==> src/rtl/vga_wr_pkg.sv <==
package vga_wr_pkg;
  typedef enum logic [1:0] {
    CMD_PEN  = 2'b00,
    CMD_INK  = 2'b01,
    CMD_MODE = 2'b10,
    CMD_PAGE = 2'b11
  } ga_cmd_e;

  localparam int CMD_HI    = 7;
  localparam int CMD_LO    = 6;
  localparam int FIELD5_HI = 4;
  localparam int MODE_HI   = 1;
  localparam int FLAG_HI   = 4;
  localparam int FLAG_LO   = 2;
  localparam int PAGE_HI   = 5;
endpackage

==> src/rtl/vga_wr_decode.sv <==
module vga_wr_decode
  import vga_wr_pkg::*;
#(
  parameter int ADDR_W   = 16,
  parameter int DATA_W   = 8,
  parameter int SEL_PAT  = 1
) (
  input  logic              io_wr,
  input  logic [ADDR_W-1:0] io_addr,
  input  logic [DATA_W-1:0] io_data,
  output logic              pen_we,
  output logic              ink_we,
  output logic              mode_we,
  output logic              page_we
);
  localparam logic [1:0] SEL = 2'(SEL_PAT);

  logic    hit;
  ga_cmd_e cmd;

  always_comb begin
    hit     = io_wr && (io_addr[ADDR_W-1:ADDR_W-2] == SEL);
    cmd     = ga_cmd_e'(io_data[CMD_HI:CMD_LO]);
    pen_we  = 1'b0;
    ink_we  = 1'b0;
    mode_we = 1'b0;
    page_we = 1'b0;
    if (hit) begin
      unique case (cmd)
        CMD_PEN:  pen_we  = 1'b1;
        CMD_INK:  ink_we  = 1'b1;
        CMD_MODE: mode_we = 1'b1;
        CMD_PAGE: page_we = 1'b1;
        default:  ;
      endcase
    end
  end
endmodule

==> src/rtl/vga_wr_palette.sv <==
module vga_wr_palette #(
  parameter int NUM_PENS = 16,
  parameter int PEN_W    = 5,
  parameter int COLOUR_W = 5
) (
  input  logic                clk,
  input  logic                rst_n,
  input  logic                pen_we,
  input  logic                ink_we,
  input  logic [PEN_W-1:0]    pen_in,
  input  logic [COLOUR_W-1:0] ink_in,
  input  logic [PEN_W-1:0]    rd_pen,
  output logic [COLOUR_W-1:0] rd_colour
);
  localparam int ENTRIES = NUM_PENS + 1;
  localparam int IDX_W   = $clog2(ENTRIES);
  localparam logic [PEN_W-1:0] BORDER_PEN = PEN_W'(NUM_PENS);
  localparam logic [IDX_W-1:0] BORDER_IDX = IDX_W'(NUM_PENS);

  logic [PEN_W-1:0]    pen_q;
  logic [IDX_W-1:0]    wr_idx;
  logic [IDX_W-1:0]    rd_idx;
  logic [COLOUR_W-1:0] entry_q [ENTRIES];

  always_ff @(posedge clk) begin
    if (!rst_n)      pen_q <= '0;
    else if (pen_we) pen_q <= pen_in;
  end

  always_comb begin
    wr_idx = (pen_q  >= BORDER_PEN) ? BORDER_IDX : IDX_W'(pen_q);
    rd_idx = (rd_pen >= BORDER_PEN) ? BORDER_IDX : IDX_W'(rd_pen);
  end

  for (genvar i = 0; i < ENTRIES; i++) begin : g_entry
    always_ff @(posedge clk) begin
      if (!rst_n)
        entry_q[i] <= '0;
      else if (ink_we && (wr_idx == IDX_W'(i)))
        entry_q[i] <= ink_in;
    end
  end

  always_comb begin
    rd_colour = '0;
    for (int i = 0; i < ENTRIES; i++)
      if (rd_idx == IDX_W'(i)) rd_colour = entry_q[i];
  end
endmodule

==> src/rtl/vga_wr_ctrl.sv <==
module vga_wr_ctrl #(
  parameter int MODE_W = 2,
  parameter int FLAG_W = 3,
  parameter int PAGE_W = 6
) (
  input  logic              clk,
  input  logic              rst_n,
  input  logic              mode_we,
  input  logic              page_we,
  input  logic [MODE_W-1:0] mode_in,
  input  logic [FLAG_W-1:0] flag_in,
  input  logic [PAGE_W-1:0] page_in,
  output logic [MODE_W-1:0] mode,
  output logic [FLAG_W-1:0] flags,
  output logic [PAGE_W-1:0] paging,
  output logic              mode_chg
);
  always_ff @(posedge clk) begin
    if (!rst_n) begin
      mode     <= '0;
      flags    <= '0;
      paging   <= '0;
      mode_chg <= 1'b0;
    end else begin
      mode_chg <= mode_we && (mode_in != mode);
      if (mode_we) begin
        mode  <= mode_in;
        flags <= flag_in;
      end
      if (page_we) paging <= page_in;
    end
  end
endmodule

==> src/rtl/video_ga_wrport.sv <==
module video_ga_wrport
  import vga_wr_pkg::*;
#(
  parameter int ADDR_W   = 16,
  parameter int DATA_W   = 8,
  parameter int NUM_PENS = 16,
  parameter int COLOUR_W = 5,
  parameter int MODE_W   = 2,
  parameter int FLAG_W   = 3,
  parameter int PAGE_W   = 6
) (
  input  logic                clk,
  input  logic                rst_n,
  input  logic                io_wr,
  input  logic [ADDR_W-1:0]   io_addr,
  input  logic [DATA_W-1:0]   io_data,
  input  logic [4:0]          rd_pen,
  output logic [COLOUR_W-1:0] rd_colour,
  output logic [MODE_W-1:0]   mode,
  output logic [FLAG_W-1:0]   flags,
  output logic [PAGE_W-1:0]   paging,
  output logic                mode_chg
);
  localparam int PEN_W = 5;

  logic pen_we, ink_we, mode_we, page_we;

  vga_wr_decode #(.ADDR_W(ADDR_W), .DATA_W(DATA_W), .SEL_PAT(1)) u_dec (
    .io_wr   (io_wr),
    .io_addr (io_addr),
    .io_data (io_data),
    .pen_we  (pen_we),
    .ink_we  (ink_we),
    .mode_we (mode_we),
    .page_we (page_we)
  );

  vga_wr_palette #(.NUM_PENS(NUM_PENS), .PEN_W(PEN_W), .COLOUR_W(COLOUR_W)) u_pal (
    .clk       (clk),
    .rst_n     (rst_n),
    .pen_we    (pen_we),
    .ink_we    (ink_we),
    .pen_in    (io_data[PEN_W-1:0]),
    .ink_in    (io_data[COLOUR_W-1:0]),
    .rd_pen    (rd_pen),
    .rd_colour (rd_colour)
  );

  vga_wr_ctrl #(.MODE_W(MODE_W), .FLAG_W(FLAG_W), .PAGE_W(PAGE_W)) u_ctrl (
    .clk      (clk),
    .rst_n    (rst_n),
    .mode_we  (mode_we),
    .page_we  (page_we),
    .mode_in  (io_data[MODE_W-1:0]),
    .flag_in  (io_data[FLAG_LO +: FLAG_W]),
    .page_in  (io_data[PAGE_W-1:0]),
    .mode     (mode),
    .flags    (flags),
    .paging   (paging),
    .mode_chg (mode_chg)
  );
endmodule

==> config.mk <==
export PLATFORM = sky130hd
export DESIGN_NAME = video_ga_wrport
export DESIGN_NICKNAME = d
export VERILOG_FILES = /design/src/rtl/vga_wr_pkg.sv /design/src/rtl/vga_wr_decode.sv /design/src/rtl/vga_wr_palette.sv /design/src/rtl/vga_wr_ctrl.sv /design/src/rtl/video_ga_wrport.sv
export SDC_FILE = /design/constraint.sdc
export NUM_CORES = 1
export LEC_CHECK = 0
export BUFFER_PORTS_ARGS = -buffer_cell sky130_fd_sc_hd__buf_2
export CELL_PAD_IN_SITES_DETAIL_PLACEMENT = 1
export CELL_PAD_IN_SITES_GLOBAL_PLACEMENT = 2
export CORE_UTILIZATION = 39
export CTS_CLUSTER_DIAMETER = 40
export DETAILED_ROUTE_END_ITERATION = 8
export GPL_TIMING_DRIVEN = 0
export PLACE_DENSITY_LB_ADDON = 0.1
export SLEW_MARGIN = 20
export SYNTH_ARGS = -nofsm -noshare
export SYNTH_HDL_FRONTEND = slang
export SYNTH_SLANG_ARGS = --single-unit
==> constraint.sdc <==
create_clock -name clk -period 2.7 [get_ports clk]
set_input_delay 0.27 -clock clk [delete_from_list [all_inputs] [get_ports clk]]
set_output_delay 0.27 -clock clk [all_outputs]
set_load 0.01 [all_outputs]
== Word level (Yosys, flattened, before mapping) ==
Memory sizes are Yosys's and may differ from the RTL's.
Cells that the tools add are included.
Storage, ports and cells
  register bits: 17
  latch bits: 0
  bits in writable memories: 85
  ROM bits: 0
  bits of input ports: 32
  output and inout bits: 17
  word-level logic and storage cells: 180
  memories kept: 1
Cells by class
  $add $sub $neg: 0
  $mul: 0
  divide/modulo/power cells: 0
  magnitude comparators: 2
  eq/ne operators: 37
  shift operators: 0
  muxes and demuxes: 96
  bitwise logic cells: 17
  reductions and logical operators: 22
Memories
  u_pal.entry_q: words 17, bits a word 5, rd ports 17, clocked after memory_dff 0, write ports 17, line vga_wr_palette.sv:23  | logic [COLOUR_W-1:0] entry_q [ENTRIES];
Operators by type and width (count)
  two-way mux 5 bit: 36
  == test 5 x 4 -> 1 bit (second input constant): 16
  two-way mux 1 bit: 60
  == test 5 x 3 -> 1 bit (second input constant): 8
  == test 5 x 2 -> 1 bit (second input constant): 4
  logical AND 1 bit: 19
  OR 1 bit: 17
  == test 5 x 1 -> 1 bit (second input constant): 2
  == test 5 bit (second input constant): 2
  greater-or-equal comparator 5 bit (second input constant): 2
  zero test 5 bit: 2
  == test 2 x 1 -> 1 bit (second input constant): 2
  == test 2 bit (second input constant): 2
  zero test 2 bit: 1
  inequality test 2 bit: 1

== Logic depth before layout (Yosys ltp) ==
Gate-level depths: netlist of the first run.
  depth in word-level cells: 20
  depth in mapped cells: 7
  depth with buffers taken out: 5

== Cells and area by module ==
A second synthesis of the first run with hierarchy kept.
Second synthesis, totals
  cell total of the unflattened synthesis: 465
  area total of the unflattened synthesis: 5072.4 um^2
By module, submodules not included
  vga_wr_palette: instances 1, cells each 417, area each 4551.9 um^2, seq. area each 2652.5 um^2
  vga_wr_ctrl: instances 1, cells each 41, area each 473.0 um^2, seq. area each 240.2 um^2
  vga_wr_decode: instances 1, cells each 7, area each 47.5 um^2, seq. area each 0.0 um^2

== Least setup slack after synthesis of the first run ==
OpenSTA, ideal clock, no wires.
  path type: in2reg
  start: in io_data[7]
  end: mem u_pal.entry_q[13][0] (enable)
  library setup time: 374 ps
  arrival: 1691 ps
  required time: 2326 ps
  slack: 636 ps
  cell stages on the path: 6
  path buffers: 2
  cells stage by stage: buf_6 nand2b_4 or3_1 buf_2 or2_2 o21ai_0
RTL lines
  from (decl): line video_ga_wrport.sv:16  | input logic [DATA_W-1:0] io_data,
  to (decl): line vga_wr_palette.sv:23

== Worst setup path in the final report of the first run ==
  start: in rd_pen[3]
  end: out rd_colour[3]
On the way
  cells in the longest elaborated chain, start to end: 20
  elaborated cells between the ends (all ways): 36
  those cells by class: order compare (1); eq/ne (16); mux (18); reduce/logical (1)
RTL lines
  from (decl): line video_ga_wrport.sv:17  | input logic [4:0] rd_pen,
  greater-or-equal comparator 5 bit: line vga_wr_palette.sv:32  | rd_idx = (rd_pen >= BORDER_PEN) ? BORDER_IDX : IDX_W'(rd_pen);
  two-way mux 5 bit *: line vga_wr_palette.sv:32
  zero test 5 bit: line vga_wr_palette.sv:47  | if (rd_idx == IDX_W'(i)) rd_colour = entry_q[i];
  two-way mux 5 bit (16 in a row): line vga_wr_palette.sv:47
  two-way mux 5 bit *: line vga_wr_palette.sv:47
  to (decl): line video_ga_wrport.sv:18  | output logic [COLOUR_W-1:0] rd_colour,
Every way passes the cells marked *; elsewhere a longest branch is shown, timed or not.

==> key figures, run 1 <==
Place
  – Placed Cells: 671
  – Post-DP HPWL: 12200 um
  – Placer's final routability congestion estimate: 0.871
  – Placed Area: 0.00549 mm^2
  – Port bufs: 32

CTS
  – Clock Latency Late Sink: 360 ps
  – Post-CTS sizing: 0
  – Setup Fix Bufs, Post-CTS: 0
  – TritonCTS clock tree: built
  – Clk root buf: clkbuf_16
  – CTS Sinks: 102
  – Worst-path clk slew: 70 ps
  – Hold-fix buffers, CTS: 0
  – Maximum clock insertion buffer count: 2
  – CTS buffer count: 9
  – Htree depth: 3

Global route
  – Vias in the first global route: 3887
  – First-pass GRT wire length: 24400 um
  – Maximum number of pins on one net before global-route repair: 16
  – Initial antenna violation count: 0
  – Grt total ovfl: 0
  – GRT Util Overall: 26.4%

Yosys
  – FFs w/ async S/R, synth: 0%
  – Sequential area share after synthesis: 56.6%
  – Yosys reg bits: 102
  – Synthesized area: 0.00511 mm^2
  – Post-synth EDFFs: 85
  – Number of warnings issued by yosys: 0
  – Syn Nets: 499
  – Main flop type after synthesis: edfxtp_1
  – Cells after Synth: 467
  – Avg Inst Size Synth: 11.0 um^2
  – Synth unique cells: 61

Hold path
  – Class of the tightest hold or removal check: input port to flip-flop

Routing
  – Vias per inst: 5.64
  – Final wirelength: 16500 um
  – Via Count: 3877
  – ANT nets after route: 0
  – DRC viols: 0
  – Number of DRC markers in iteration 0: 335
  – Routed len/inst: 24.0 um
  – Wire length on met1: 7570 um
  – Top routing layer in use: met4
  – Count of TritonRoute iterations in the first routing pass: 4
  – Met3 WL: 773 um
  – Met2 WL: 7800 um

Setup path
  – Worst path arrival time: 2390 ps
  – Crit Path Category: input port to primary output
  – Worst-path maximum fanout: 10
  – Critical Path Start Type: input port
  – Critical path capture point type: primary output
  – Critical Path RT: 2430 ps

Timing
  – Least-Margin Pin Slew: 1210 ps
  – Final hold slack: 151 ps
  – Clk_skew: 9.48 ps
  – Final Cycle Share: 98.7%
  – Fmax achieved: 375 MHz
  – Worst relative slew slack: 18.5%
  – Endpoints failing setup: 0
  – Post-layout minimum cycle time: 2660 ps
  – Max Slew Vio Count: 0
  – Final Hold Vio Count: 0
  – RSZ-0062 raised after global routing: true

Die
  – Die X: 117 um
  – Core box area: 0.0127 mm^2
  – Die Area: 0.0136 mm^2
  – Cell row count: 41
  – Effective utilization at floorplan: 40.2%
  – Die height: 117 um
  – # IOs: 49

Run
  – Max Cap Violations: 0

Finish
  – Design Area, Final: 0.00579 mm^2
  – Nets: 542
  – Synth-to-layout area growth: 13.3%
  – Diodes inserted: 0
  – Post-layout util: 45.5%
  – Number of cells in the finished layout apart from fillers: 687
  – Layout cells sized above 1: 15.5%
  – Commonest non-fill, non-tap cells in the layout: edfxtp_1, and3_1, buf_2
  – Most common cell after layout, fill and taps aside: edfxtp_1

Run status
  – Status: completed

Power
  – Power per cell area: 585 mW/mm^2
  – Leakage: 2.23 nW
  – VDD IR-drop max: 0.323 mV
Yosys cell counts, types with 5 or more instances:
cell type / instances / area share, %
nand2_1: 22 / 1.6
a211oi_1: 6 / 0.88
mux2i_1: 15 / 2.9
inv_1: 13 / 0.95
nor4_2: 5 / 1.2
and2_1: 11 / 1.3
and3_1: 50 / 6.1
or2_2: 5 / 0.61
nor2b_1: 12 / 1.5
edfxtp_1: 85 / 50
a21oi_1: 15 / 1.5
clkbuf_1: 23 / 1.7
nor4_1: 6 / 0.73
o22ai_1: 5 / 0.61
buf_2: 10 / 0.98
nand3_1: 18 / 1.8
dfxtp_1: 17 / 6.7
nor2_1: 33 / 2.4
o21ai_0: 25 / 2.4
nor3_1: 19 / 1.9
nand2b_1: 9 / 1.1
cells by family (layout without fill, tap and decap cells):
family,count (synthesis),count (layout),synth area share (%)
simple gates,207,207,23.5
flops,102,102,56.6
compound gates,85,85,10.9
buf+inv,51,99,4.43
mux,20,20,4.26
xor+xnor,2,2,0.343
cell type report:
cell class / instances / area (um^2)
buffer: 37 / 174
clock buffer: 15 / 289
clock inverter: 1 / 8.76
fill: 1446 / 6930
inverter: 14 / 52.6
multi-input combinational: 314 / 2000
sequential: 102 / 2890
tap: 172 / 215
timing repair buffer: 32 / 160
path summary, 6_finish.rpt:
| path | startpoint | end | slack [ps] | cells after the start |
|---|---|---|---|---|
| max reg2reg | u_pal.pen_q[2] | u_pal.entry_q[7][2] | 150 | 4 |
| max | rd_pen[3] | rd_colour[3] | 40 | 8 |
| min | io_data[5] | u_ctrl.paging[5] | 150 | 3 |
| min reg2reg | u_ctrl.flags[2] | u_ctrl.flags[2] | 460 | 2 |
critical path, cell delays in order:
cell	delay, ps
buf_2	170
clkbuf_1	280
nor4b_1	710
a32oi_1	200
a2bb2oi_1	300
a21oi_1	90
a21oi_1	200
buf_2	170
layer usage:
| metal | global-route usage, % | vias to the layer above |
|---|---|---|
| li1 | - | 1840 |
| met1 | 36.3 | 1927 |
| met2 | 41.7 | 92 |
| met3 | 5.09 | 18 |
| met4 | 8.97 | 0 |
| met5 | 0 | - |
state kept, by name (all words and copies together) (netlist names):
register and count:
u_pal.entry_q 85, u_ctrl.paging 6, u_pal.pen_q 5, u_ctrl.flags 3, u_ctrl.mode 2, u_ctrl.mode_chg 1
per-stage QoR:
| step | setup slack (ps) | total power, mW | TNS (ps) |
|---|---|---|---|
| after floorplan | 636 | 1.96 | 0 |
| after global placement | 53.9 | 2.08 | 0 |
| after detailed placement | 67.3 | 2.09 | 0 |
| after CTS | 59.6 | 3.40 | 0 |
| after global routing | -38.6 | 3.48 | -86.0 |
| final | 35.8 | 3.39 | 0 |
where the power goes:
| part | internal [mW] | switching [mW] |
|---|---|---|
| registers | 1.75 | 0.0220 |
| clock network | 0.738 | 0.594 |
| logic | 0.0861 | 0.202 |
Power figures use the tool's default switching activity.
==> run 2, diff against run 1 <==
- RECOVER_POWER: unset -> 25
==> run 2 against run 1 <==
Net effect:
- critical path depth did not move
- clock power barely moved
- count of clock-buffer cells in the layout did not move
- die area did not move
- cell count did not move
- sequential power barely moved
- clock skew fell by 3.8 ps
- critical endpoint unchanged
- largest cell class unchanged
==> key figures, run 2 (synthesized netlist as in run 1, its figures left out) <==
Run status
  – Status: completed

Setup path
  – Crit Path Category: input port to primary output
  – Critical Path RT: 2430 ps
  – Worst path arrival time: 2390 ps
  – Critical Path Start Type: input port
  – Worst R2R Setup Slack: 150 ps
  – Worst-path maximum fanout: 10
  – Critical R2R Launch: u_pal.pen_q[4]
  – Critical Path, Cell by Cell: buf_2 > clkbuf_1 > nor4b_1 > a32oi_1 > a2bb2oi_1 > a21oi_1 > a21oi_1 > buf_2
  – Slowest stage delay, CP: 690 ps
  – CP startpoint: rd_pen[3]
  – Slowest cell on crit path: nor4b_1
  – Critical path capture point type: primary output

Finish
  – Synth-to-layout area growth: 12.3%
  – Biggest register: u_pal.entry_q
  – Multi-input gate area: 0.00198 mm^2
  – Nets: 542
  – Top flop regs: u_pal.entry_q: 85 flops, u_ctrl.paging: 6 flops, u_pal.pen_q: 5 flops
  – Fill count: 1452
  – Diodes inserted: 0
  – Design Area, Final: 0.00574 mm^2
  – Max FFs per register: 85
  – Post-layout util: 45.2%
  – Layout cells sized above 1: 12.0%
  – Most common cell after layout, fill and taps aside: edfxtp_1
  – FF+latch area: 0.00289 mm^2
  – Commonest non-fill, non-tap cells in the layout: edfxtp_1, and3_1, clkbuf_1

Routing
  – Count of TritonRoute iterations in the first routing pass: 4
  – Via Count: 3918
  – Vias per inst: 5.70
  – Final wirelength: 16500 um
  – ANT nets after route: 0
  – Number of DRC markers in iteration 0: 321
  – Routed len/inst: 24.0 um
  – DRC viols: 0

CTS
  – CTS buffer count: 9
  – Htree depth: 3
  – Maximum clock insertion buffer count: 2
  – Clock Latency Late Sink: 360 ps
  – TritonCTS clock tree: built
  – CTS Sinks: 102
  – Worst-path clk slew: 70 ps
  – Clk root buf: clkbuf_16
  – Setup Fix Bufs, Post-CTS: 0

Place
  – Port bufs: 32
  – Dpl ws: 67.3 ps
  – Placer's final routability congestion estimate: 0.871
  – Post-DP HPWL: 12200 um
  – Placed Area: 0.00549 mm^2

Timing
  – RSZ-0062 raised after global routing: true
  – Least-Margin Pin Slew: 1150 ps
  – Final Cycle Share: 98.4%
  – Max Slew Vio Count: 0
  – Post-layout minimum cycle time: 2660 ps
  – Endpoints failing setup: 0
  – Worst relative slew slack: 22.5%
  – Fmax achieved: 376 MHz
  – Min setup slack post-route: 42.6 ps
  – Final Hold Vio Count: 0
  – Clk_skew: 5.71 ps
  – Final hold slack: 149 ps

Power
  – Power per cell area: 589 mW/mm^2
  – Leakage: 2.15 nW
  – Tot Pwr: 3.39 mW
  – VDD IR-drop max: 0.322 mV

Die
  – Die height: 117 um
  – Cell row count: 41
  – Die X: 117 um
  – Core box area: 0.0127 mm^2
  – # IOs: 49
  – Effective utilization at floorplan: 40.2%
  – Die Area: 0.0136 mm^2

Global route
  – Grt total ovfl: 0
  – Initial antenna violation count: 0
  – Maximum number of pins on one net before global-route repair: 16
  – First-pass GRT wire length: 24400 um
  – Vias in the first global route: 3887
  – GRT Util Overall: 26.4%

Hold path
  – Hold path startpoint: io_data[5]
  – Class of the tightest hold or removal check: input port to flip-flop

Run
  – Max Cap Violations: 0
-- run 2: changes by cell type in the layout (fill, tap and decap cells not counted) --
cell,delta
clkbuf_1,+15
nor3_1,+1
buf_2,-14
nor3_2,-1
nand3b_1,+1
or3_4,-1
nand3b_4,-1
or3_1,+1
buf_6,-1
-- run 2: path summary, 6_finish.rpt --
path,endpoint,cells past startpoint
worst max-delay path,rd_colour[3],8
worst min-delay path,u_ctrl.paging[5],3
worst max register to register,u_pal.entry_q[7][0],5
worst min register to register,u_ctrl.flags[2],2
-- run 2: cell type report --
type	instances	area share, %
flip-flops and latches	102	50.4
multi-input cells	314	34.4
clock buffers	15	5.03
well taps	172	3.75
plain buffers	37	2.88
repair buffers	32	2.50
inverters	14	0.915
clock inverters	1	0.152
-- run 2: routing by layer --
| layer | track usage [%] | vias up | routed length [um] | part of all wire (%) |
|---|---|---|---|---|
| li1 | - | 1837 | - | - |
| met5 | 0 | - | 0 | 0 |
| met3 | 5.09 | 18 | 783 | 4.7 |
| met1 | 36.3 | 1960 | 7660 | 46 |
| met2 | 41.7 | 103 | 7740 | 47 |
| met4 | 8.97 | 0 | 337 | 2.0 |
-- run 2: where the power goes --
part	total [mW]	switching, mW	internal (mW)
Clock	1.33	0.596	0.738
Sequential	1.77	0.0219	1.75
Combinational	0.285	0.201	0.0839
-- run 2: metrics by stage --
stage | setup TNS (ps) | std cells
floorplan | 0 | 467
CTS | 0 | 687
global route | -86.0 | 687
detailed placement | 0 | 671
finish | 0 | 687
global placement | 0 | 671
-- run 2: what timing repair did --
| item | in CTS | in global routing |
|---|---|---|
| endpoints found under the setup margin | 0 | 14 |
| hold buffers | 0 | 0 |
| endpoints found under the hold margin | 0 | 0 |
| gates resized for setup | 0 | 3 |
-- run 2: critical path, delay by kind of cell --
kind                   cells  cell delay, ps
AOI/OAI and AO/OA          4             790
buffers and inverters      3             630
and+or+nand+nor            1             690
